[config.mk]
export PLATFORM = sky130hd
export DESIGN_NAME = tw_wiper_ctrl
export DESIGN_NICKNAME = d
export VERILOG_FILES = /design/src/rtl/tw_pkg.sv /design/src/rtl/tw_sync.sv /design/src/rtl/tw_store_seq.sv /design/src/rtl/tw_counter.sv /design/src/rtl/tw_decode.sv /design/src/rtl/tw_wiper_ctrl.sv
export SDC_FILE = /design/constraint.sdc
export NUM_CORES = 1
export LEC_CHECK = 0
export BUFFER_PORTS_ARGS = -buffer_cell sky130_fd_sc_hd__buf_2
export CORE_ASPECT_RATIO = 0.8
export CORE_MARGIN = 3
export CORE_UTILIZATION = 55
export CTS_BUF_LIST = sky130_fd_sc_hd__clkbuf_16
export CTS_CLUSTER_SIZE = 30
export DETAILED_ROUTE_END_ITERATION = 10
export GPL_ROUTABILITY_DRIVEN = 0
export GPL_TIMING_DRIVEN = 0
export HOLD_SLACK_MARGIN = 0.02
export MAX_ROUTING_LAYER = met4
export PLACE_DENSITY = 0.9
export SLEW_MARGIN = 20
export SYNTH_ARGS = -nofsm -noshare
export SYNTH_HDL_FRONTEND = slang
export SYNTH_SLANG_ARGS = --single-unit
[constraint.sdc]
create_clock -name clk -period 2.95 [get_ports clk]
set_clock_uncertainty 0.05 [all_clocks]
set_input_delay 0.59 -clock clk [delete_from_list [all_inputs] [get_ports clk]]
set_output_delay 0.59 -clock clk [all_outputs]
set_load 0.1 [all_outputs]
[src/rtl/tw_pkg.sv]
package tw_pkg;
   typedef enum logic {TW_DOWN = 1'b0, TW_UP = 1'b1} tw_dir_e;

   // idle levels of the synchronized control vector {sel_n, step, dir_up}
   localparam logic [2:0] TW_CTRL_IDLE = 3'b110;
   localparam int TW_CTRL_SEL  = 2;
   localparam int TW_CTRL_STEP = 1;
   localparam int TW_CTRL_DIR  = 0;
endpackage

[src/rtl/tw_sync.sv]
module tw_sync #(
   parameter int WIDTH = 3,
   parameter int STAGES = 2,
   parameter logic [WIDTH-1:0] IDLE = '0
) (
   input  logic             clk,
   input  logic             por_n,
   input  logic             rst_n,
   input  logic [WIDTH-1:0] d,
   output logic [WIDTH-1:0] q
);
   generate
      if (STAGES < 2) begin : g_bad
         $error("tw_sync needs at least two stages");
      end
   endgenerate

   logic [WIDTH-1:0] chain [STAGES];

   generate
      for (genvar s = 0; s < STAGES; s++) begin : g_stage
         always_ff @(posedge clk or negedge por_n) begin
            if (!por_n) begin
               chain[s] <= IDLE;
            end else if (!rst_n) begin
               chain[s] <= IDLE;
            end else begin
               chain[s] <= (s == 0) ? d : chain[(s == 0) ? 0 : s-1];
            end
         end
      end
   endgenerate

   assign q = chain[STAGES-1];
endmodule

[src/rtl/tw_store_seq.sv]
module tw_store_seq #(
   parameter int POS_W = 5,
   parameter int STORE_CYCLES = 16,
   parameter logic [POS_W-1:0] BLANK_POS = '0
) (
   input  logic             clk,
   input  logic             por_n,
   input  logic             rst_n,
   input  logic             s_sel_n,
   input  logic             s_step,
   input  logic [POS_W-1:0] cur_pos,
   output logic             move_en,
   output logic [POS_W-1:0] nv_pos,
   output logic             busy
);
   localparam int CNT_W = (STORE_CYCLES < 2) ? 1 : $clog2(STORE_CYCLES + 1);
   localparam logic [CNT_W-1:0] CNT_LOAD = CNT_W'(STORE_CYCLES);

   generate
      if (STORE_CYCLES < 1) begin : g_bad
         $error("tw_store_seq needs a store period of at least one cycle");
      end
   endgenerate

   logic             prev_sel_n;
   logic             prev_step;
   logic [CNT_W-1:0] busy_cnt;
   logic             step_fall;
   logic             sel_rise;
   logic             commit;

   assign step_fall = prev_step & ~s_step;
   assign sel_rise  = ~prev_sel_n & s_sel_n;
   assign busy      = (busy_cnt != '0);
   assign move_en   = step_fall & ~s_sel_n & ~busy;
   assign commit    = sel_rise & s_step & ~busy;

   always_ff @(posedge clk or negedge por_n) begin
      if (!por_n) begin
         prev_sel_n <= 1'b1;
         prev_step  <= 1'b1;
      end else if (!rst_n) begin
         prev_sel_n <= 1'b1;
         prev_step  <= 1'b1;
      end else begin
         prev_sel_n <= s_sel_n;
         prev_step  <= s_step;
      end
   end

   always_ff @(posedge clk or negedge por_n) begin
      if (!por_n) begin
         busy_cnt <= '0;
      end else if (!rst_n) begin
         busy_cnt <= '0;
      end else if (commit) begin
         busy_cnt <= CNT_LOAD;
      end else if (busy) begin
         busy_cnt <= busy_cnt - 1'b1;
      end
   end

   // retained value survives the warm reset; only power-on clears it
   always_ff @(posedge clk or negedge por_n) begin
      if (!por_n) begin
         nv_pos <= BLANK_POS;
      end else if (rst_n && commit) begin
         nv_pos <= cur_pos;
      end
   end
endmodule

[src/rtl/tw_counter.sv]
module tw_counter
   import tw_pkg::*;
#(
   parameter int POS_W = 5,
   parameter logic [POS_W-1:0] BLANK_POS = '0
) (
   input  logic             clk,
   input  logic             por_n,
   input  logic             rst_n,
   input  logic [POS_W-1:0] recall_pos,
   input  logic             move_en,
   input  tw_dir_e          dir,
   output logic [POS_W-1:0] pos
);
   localparam logic [POS_W-1:0] POS_TOP = '1;
   localparam logic [POS_W-1:0] POS_BOT = '0;

   logic at_top;
   logic at_bot;

   assign at_top = (pos == POS_TOP);
   assign at_bot = (pos == POS_BOT);

   always_ff @(posedge clk or negedge por_n) begin
      if (!por_n) begin
         pos <= BLANK_POS;
      end else if (!rst_n) begin
         pos <= recall_pos;
      end else if (move_en) begin
         if (dir == TW_UP && !at_top) begin
            pos <= pos + 1'b1;
         end else if (dir == TW_DOWN && !at_bot) begin
            pos <= pos - 1'b1;
         end
      end
   end
endmodule

[src/rtl/tw_decode.sv]
module tw_decode #(
   parameter int POS_W = 5,
   localparam int TAPS = 1 << POS_W
) (
   input  logic [POS_W-1:0] pos,
   output logic [TAPS-1:0]  onehot
);
   generate
      for (genvar i = 0; i < TAPS; i++) begin : g_tap
         assign onehot[i] = (pos == POS_W'(i));
      end
   endgenerate
endmodule

[src/rtl/tw_wiper_ctrl.sv]
module tw_wiper_ctrl
   import tw_pkg::*;
#(
   parameter int POS_W = 5,
   parameter int SYNC_STAGES = 2,
   parameter int STORE_CYCLES = 1250000,
   localparam int TAPS = 1 << POS_W
) (
   input  logic            clk,
   input  logic            por_n,
   input  logic            rst_n,
   input  logic            sel_n,
   input  logic            step,
   input  logic            dir_up,
   output logic [TAPS-1:0] tap_sel,
   output logic [POS_W-1:0] wiper_pos,
   output logic            store_busy
);
   localparam logic [POS_W-1:0] BLANK_POS = POS_W'(TAPS / 2);

   generate
      if (POS_W < 2 || POS_W > 8) begin : g_bad_width
         $error("tw_wiper_ctrl: POS_W out of range");
      end
   endgenerate

   logic [2:0]       ctrl_sync;
   logic             move_en;
   logic [POS_W-1:0] stored_pos;
   tw_dir_e          dir_s;

   tw_sync #(.WIDTH(3), .STAGES(SYNC_STAGES), .IDLE(TW_CTRL_IDLE)) u_sync (
      .clk(clk), .por_n(por_n), .rst_n(rst_n),
      .d({sel_n, step, dir_up}), .q(ctrl_sync)
   );

   assign dir_s = tw_dir_e'(ctrl_sync[TW_CTRL_DIR]);

   tw_store_seq #(.POS_W(POS_W), .STORE_CYCLES(STORE_CYCLES), .BLANK_POS(BLANK_POS)) u_store (
      .clk(clk), .por_n(por_n), .rst_n(rst_n),
      .s_sel_n(ctrl_sync[TW_CTRL_SEL]), .s_step(ctrl_sync[TW_CTRL_STEP]),
      .cur_pos(wiper_pos), .move_en(move_en), .nv_pos(stored_pos), .busy(store_busy)
   );

   tw_counter #(.POS_W(POS_W), .BLANK_POS(BLANK_POS)) u_count (
      .clk(clk), .por_n(por_n), .rst_n(rst_n),
      .recall_pos(stored_pos), .move_en(move_en), .dir(dir_s), .pos(wiper_pos)
   );

   tw_decode #(.POS_W(POS_W)) u_dec (
      .pos(wiper_pos), .onehot(tap_sel)
   );
endmodule

==> results.ini, run 1 <==
[worst_setup_path]
cp-start-kind = flop
cp_slowest_cell = or4b_2
worst-path-max-fanout = 7
path_delay_family = simple AND/OR/NAND/NOR gates
arrival_ps = 2230
worst_r2r_path_depth = 9
reg2reg_to = u_count.pos[3]
r2r_start = u_count.pos[3]
worst_setup_path_end_kind = primary output
critPathRequiredTime_ps = 2310
crit_chain = inv_1, ha_1, or4b_2, inv_1, buf_4, buf_4
slowest_delay_ps = 630
cp.buffers_inverters = 4
crit_type = flop to primary output
r2r_slack_ps = 210

[clock_tree]
cts_buffers = 5
worstSkewPairLatency_ps = 280
cts.htree.levels = 2
cts_root_buffer = clkbuf_16
clk_pin_slew_ps = 60
cts_tree = done
cts_hold_buffers = 0
cts_sinks = 39
clk_path_buf_depth = 2

[place]
dp_hpwl_um = 3870
place_area_mm2 = 0.00259
place_ws_ps = -69.7
port-buffer-count = 42

[power_and_ir_drop]
p_total_mw = 2.84
ir_drop_uv = 669
powerDensity_mw_per_mm2 = 995
leakage_nw = 1.34

[detailed_routing]
vias = 2023
wl_um = 5390
drt_iter0_drc = 163
wl_per_cell_um = 14.9
drc_errors = 0
ant_nets = 0
drt-pass1-iter-count = 4
avgViaCountPerCell = 5.60

[yosys]
syn_inst = 254
avgSynthCellArea_um2 = 8.99
syn-num-nets = 268
synth_edf_count = 0
synth-seq-cells = 39
ys.flop_type = dfrtp_1
synth_cell_type_count = 44
syn-cell-area_mm2 = 0.00228
synth_warnings = 0
yosysSeqAreaShare_pct = 43.2
async_flop_share_pct = 100

[run]
cap_violations = 0

[timing]
fin_crit_sh_pct = 97.2
max_clock_freq_mhz = 349
tns_ps = 0
rsz0062_at_grt = no
tightestPinTransition_ps = 858
hold_violations = 0
max-slew-margin-rel_pct = 42.8
fin_ws_ps = 82.6
final.min_clock_period_ps = 2870
maxSlewViolCount = 0
finalSetupViolations = 0

[die]
die_area_mm2 = 0.00497
die_h_um = 63.6
initial_core_util_pct = 58.5
rows = 20
io_pins = 44
core-area_mm2 = 0.00390
die_w_um = 78.0

[cells_and_area]
syn_to_final_growth_pct = 24.9
final_nets = 319
final_util_pct = 73.0
antenna_cells = 0
layout-drive-gt1-share_pct = 31.0
final_area_mm2 = 0.00285

[global_route]
grt_max_degree = 40
grt.overflow.total = 0
grt_pass1_wl_um = 9070
track_usage_pct = 23.9
grt_antenna_before_repair = 0
grt_pass1_vias = 1864

[hold_path]
hp-class = input pin to async pin

[run_status]
status = completed

## cell usage after synthesis, drive strengths merged (4+ instances only)
| cell | instances | area [um^2] |
|---|---|---|
| nand2b | 13 | 81.3 |
| dfstp | 8 | 210 |
| mux2i | 6 | 60.1 |
| nand2 | 22 | 82.6 |
| mux2 | 4 | 45.0 |
| a21oi | 9 | 45.0 |
| nor2b | 8 | 50.1 |
| nand3 | 4 | 20.0 |
| xnor2 | 9 | 78.8 |
| buf | 4 | 31.3 |
| nor4 | 5 | 31.3 |
| a21boi | 5 | 37.5 |
| clkbuf | 10 | 37.5 |
| dfrtp | 31 | 776 |
| nor3 | 9 | 50.1 |
| inv | 9 | 33.8 |
| nor2 | 45 | 169 |
| ha | 8 | 100 |
| or3 | 6 | 37.5 |
## cell usage in the layout (no fill, tap or decap), drive strengths merged, types with 4 or more instances in the layout
cell / count
nor3: 9
mux2i: 6
nor2: 45
dfstp: 8
buf: 49
nand2b: 13
mux2: 4
a21oi: 9
ha: 8
a21boi: 5
or3: 6
dfrtp: 31
inv: 8
nand3: 4
clkbuf: 14
nand2: 22
nor2b: 8
xnor2: 9
nor4: 5
## state kept, by name (all words and copies together), names as in the netlist
register            count
u_store.busy_cnt       21
u_count.pos             5
u_store.nv_pos          5
u_sync.chain            3
u_sync.q                3
u_store.prev_sel_n      1
u_store.prev_step       1
## what timing repair did
action,4_1_cts,5_1_grt
gates resized for setup,6,5
buffers inserted,0,3
endpoints found under the setup margin,2,1
## power by group
group / switching (mW) / internal, mW
Combinational: 0.885 / 0.461
Clock: 0.213 / 0.484
Sequential: 0.135 / 0.658
## kinds of logic after synthesis
logic type	after synthesis	synth area share (%)
adder cells (fa/ha/maj)	8	4.38
multiplexers	10	4.60
AND/OR/NAND/NOR	134	30.2
flip-flops	39	43.2
AO/OA/AOI/OAI	29	8.88
XOR/XNOR	11	4.22
buffers and inverters	23	4.49
## per-stage QoR
step                hold WS (ps)  instances
global placement             393        351
floorplan                    244        254
CTS                          391        358
global route                 419        361
detailed placement           392        351
finish                       369        361
## layer usage
| metal | part of all wire (%) | track usage (%) |
|---|---|---|
| met1 | 46 | 33.7 |
| met4 | 2.4 | 9.39 |
| met2 | 47 | 33.9 |
| met3 | 4.5 | 4.57 |
| met5 | 0 | - |
## area by class of cell
cell class	instances	area, um^2
multi-input cells	192	1250
fillers	285	1050
flip-flops and latches	39	991
repair buffers	45	245
clock buffers	5	125
well taps	55	68.8
clock inverters	3	67.6
plain buffers	13	65.1
inverters	9	37.5
## worst max path at each step
stage,from,end,depth (start not counted)
floorplan,u_count.pos[2],tap_sel[10],4
global placement,u_store.busy_cnt[0],store_busy,8
detailed placement,u_store.busy_cnt[0],store_busy,8
CTS,u_store.busy_cnt[0],store_busy,7
global route,u_store.busy_cnt[0],store_busy,7
finish,u_count.pos[0],tap_sel[0],6
No activity file was read; power rests on OpenSTA's default activity.
==> inputs of run 2 (changes only) <==
CORE_MARGIN = 2   (was 3)
MAX_ROUTING_LAYER = not set   (was met4)
==> results.ini, run 2 (synthesis gave the netlist of run 1 again) <==
[timing]
fin_ws_ps = 88.9  ; +6.36 ps
max-slew-margin-rel_pct = 35.1  ; -7.7 points
timing.hold.ws_ps = 367  ; -1.43 ps
tns_ps = 0  ; unchanged
final.min_clock_period_ps = 2860  ; -6.36 ps
tightestPinTransition_ps = 960  ; +102 ps
fin_crit_sh_pct = 97.0  ; -0.22 points
maxSlewViolCount = 0  ; unchanged
finalSetupViolations = 0  ; unchanged
hold_violations = 0  ; unchanged
max_clock_freq_mhz = 350  ; +0.22%

[worst_setup_path]
cp-endpoint = store_busy
reg2reg_to = u_count.pos[3]
r2r_start = u_count.pos[2]
arrival_ps = 2220  ; about the same
crit_type = flop to primary output
cp-start-kind = flop
critPathRequiredTime_ps = 2310  ; about the same
worst_setup_path_end_kind = primary output
worst-path-max-fanout = 6  ; -1
worst_r2r_path_depth = 9  ; unchanged
r2r_slack_ps = 180  ; -30 ps
startpoint = u_store.busy_cnt[0]

[global_route]
grt_pass1_vias = 1884  ; +1.1%
grt.overflow.total = 0  ; unchanged
grt_antenna_before_repair = 0  ; unchanged
track_usage_pct = 24.7  ; +0.82 points
grt_max_degree = 40  ; unchanged
grt_pass1_wl_um = 8910  ; -1.8%

[detailed_routing]
drc_errors = 0  ; unchanged
wl_met1_um = 2550  ; +2.1%
avgViaCountPerCell = 5.60  ; unchanged
ant_nets = 0  ; unchanged
wl_met2_um = 2820  ; +12%
wl_per_cell_um = 15.7  ; +5.0%
vias = 2023  ; unchanged
top_layer = met4
wl_um = 5650  ; +5.0%
drt_iter0_drc = 139  ; -15%
drt-pass1-iter-count = 4  ; unchanged
wl_met3_um = 206  ; -15%

[clock_tree]
cts_root_buffer = clkbuf_16
clk_pin_slew_ps = 60  ; about the same
cts.htree.levels = 2  ; unchanged
cts_tree = done
cts_sinks = 39  ; unchanged
worstSkewPairLatency_ps = 290  ; about the same
clk_path_buf_depth = 2  ; unchanged
cts_buffers = 5  ; unchanged

[cells_and_area]
stdcell_count = 361  ; unchanged
antenna_cells = 0  ; unchanged
top_regs = u_store.busy_cnt (21), u_count.pos (5), u_store.nv_pos (5)
layout_commonest_cell = buf_2
final_util_pct = 72.2  ; -0.88 points
layout-drive-gt1-share_pct = 31.0  ; unchanged
largest_reg_flops = 21  ; unchanged
final_area_mm2 = 0.00280  ; -1.8%
final_cell_mix = buf_2, nor2_1, dfrtp_1, nand2_1, nand2b_1
syn_to_final_growth_pct = 22.6
final_nets = 319  ; unchanged
regMostFlops = u_store.busy_cnt

[hold_path]
hp-class = input pin to async pin

[power_and_ir_drop]
powerDensity_mw_per_mm2 = 959  ; -3.6%
p_total_mw = 2.68  ; -5.4%
ir_drop_uv = 655  ; -2.0%
leakage_nw = 1.33  ; -0.91%

[place]
port-buffer-count = 42  ; unchanged
dp.cells = 351  ; unchanged
dp_hpwl_um = 3840  ; -0.65%
place_area_mm2 = 0.00259  ; unchanged
place_ws_ps = -71.2  ; -1.49 ps

[die]
rows = 20  ; unchanged
die_area_mm2 = 0.00469  ; -5.6%
core-area_mm2 = 0.00388  ; -0.64%
io_pins = 44  ; unchanged
die_h_um = 61.6  ; -3.1%
initial_core_util_pct = 58.9  ; +0.38 points
die_w_um = 76.0  ; -2.6%

[run_status]
status = completed

[run]
cap_violations = 0  ; unchanged

-- run 2: changes by cell type in the layout (fill, tap and decap cells not counted), sizes merged --
cell | before | now
clkinv | 0 | 3
bufinv | 2 | 0
clkinvlp | 2 | 1
-- run 2: critical path: stages (launching register included) --
cell        delay, ps
dfrtp_1           410
inv_1              70
ha_2              210
or4b_4            520
nor3_4            200
and2_4            210
clkinvlp_4        120
buf_12            180
-- run 2: worst min-delay path by stage --
stage               startpoint                   end  slack [ps]
6_report                 por_n  u_store.busy_cnt[16]         370
5_1_grt                  por_n   u_store.busy_cnt[8]         440
4_1_cts                  por_n  u_store.busy_cnt[16]         390
3_5_place_dp   u_sync.chain[3]           u_sync.q[0]         410
3_3_place_gp   u_sync.chain[3]           u_sync.q[0]         390
2_1_floorplan            por_n        u_count.pos[0]         240
-- run 2: layout make-up --
| class | count | area [um^2] |
|---|---|---|
| Multi-Input combinational cell | 192 | 1240 |
| Fill cell | 289 | 1080 |
| Sequential cell | 39 | 991 |
| Timing Repair Buffer | 45 | 250 |
| Clock buffer | 5 | 125 |
| Tap cell | 55 | 68.8 |
| Buffer | 13 | 66.3 |
| Inverter | 9 | 37.5 |
| Clock inverter | 3 | 15.0 |
-- run 2: per-layer routing --
| layer | up-vias | global-route usage, % |
|---|---|---|
| met5 | - | 0 |
| met4 | 0 | 9.35 |
| met3 | 8 | 4.55 |
| met1 | 1000 | 33.1 |
| met2 | 48 | 41.6 |
| li1 | 967 | - |
-- run 2: power by group --
part / total (mW) / leakage (nW) / internal (mW) / switching (mW)
sequential: 0.795 / 0.494 / 0.658 / 0.137
combinational: 1.37 / 0.764 / 0.466 / 0.901
clock: 0.521 / 0.0733 / 0.308 / 0.213
total: 2.68 / 1.33 / 1.43 / 1.25
-- run 2: repair_timing --
action,in CTS,in global routing
hold buffers,0,0
gates resized for setup,6,8
setup buffers,0,3
cloned,0,0
pin swaps,0,0
endpoints found under the setup margin,2,2
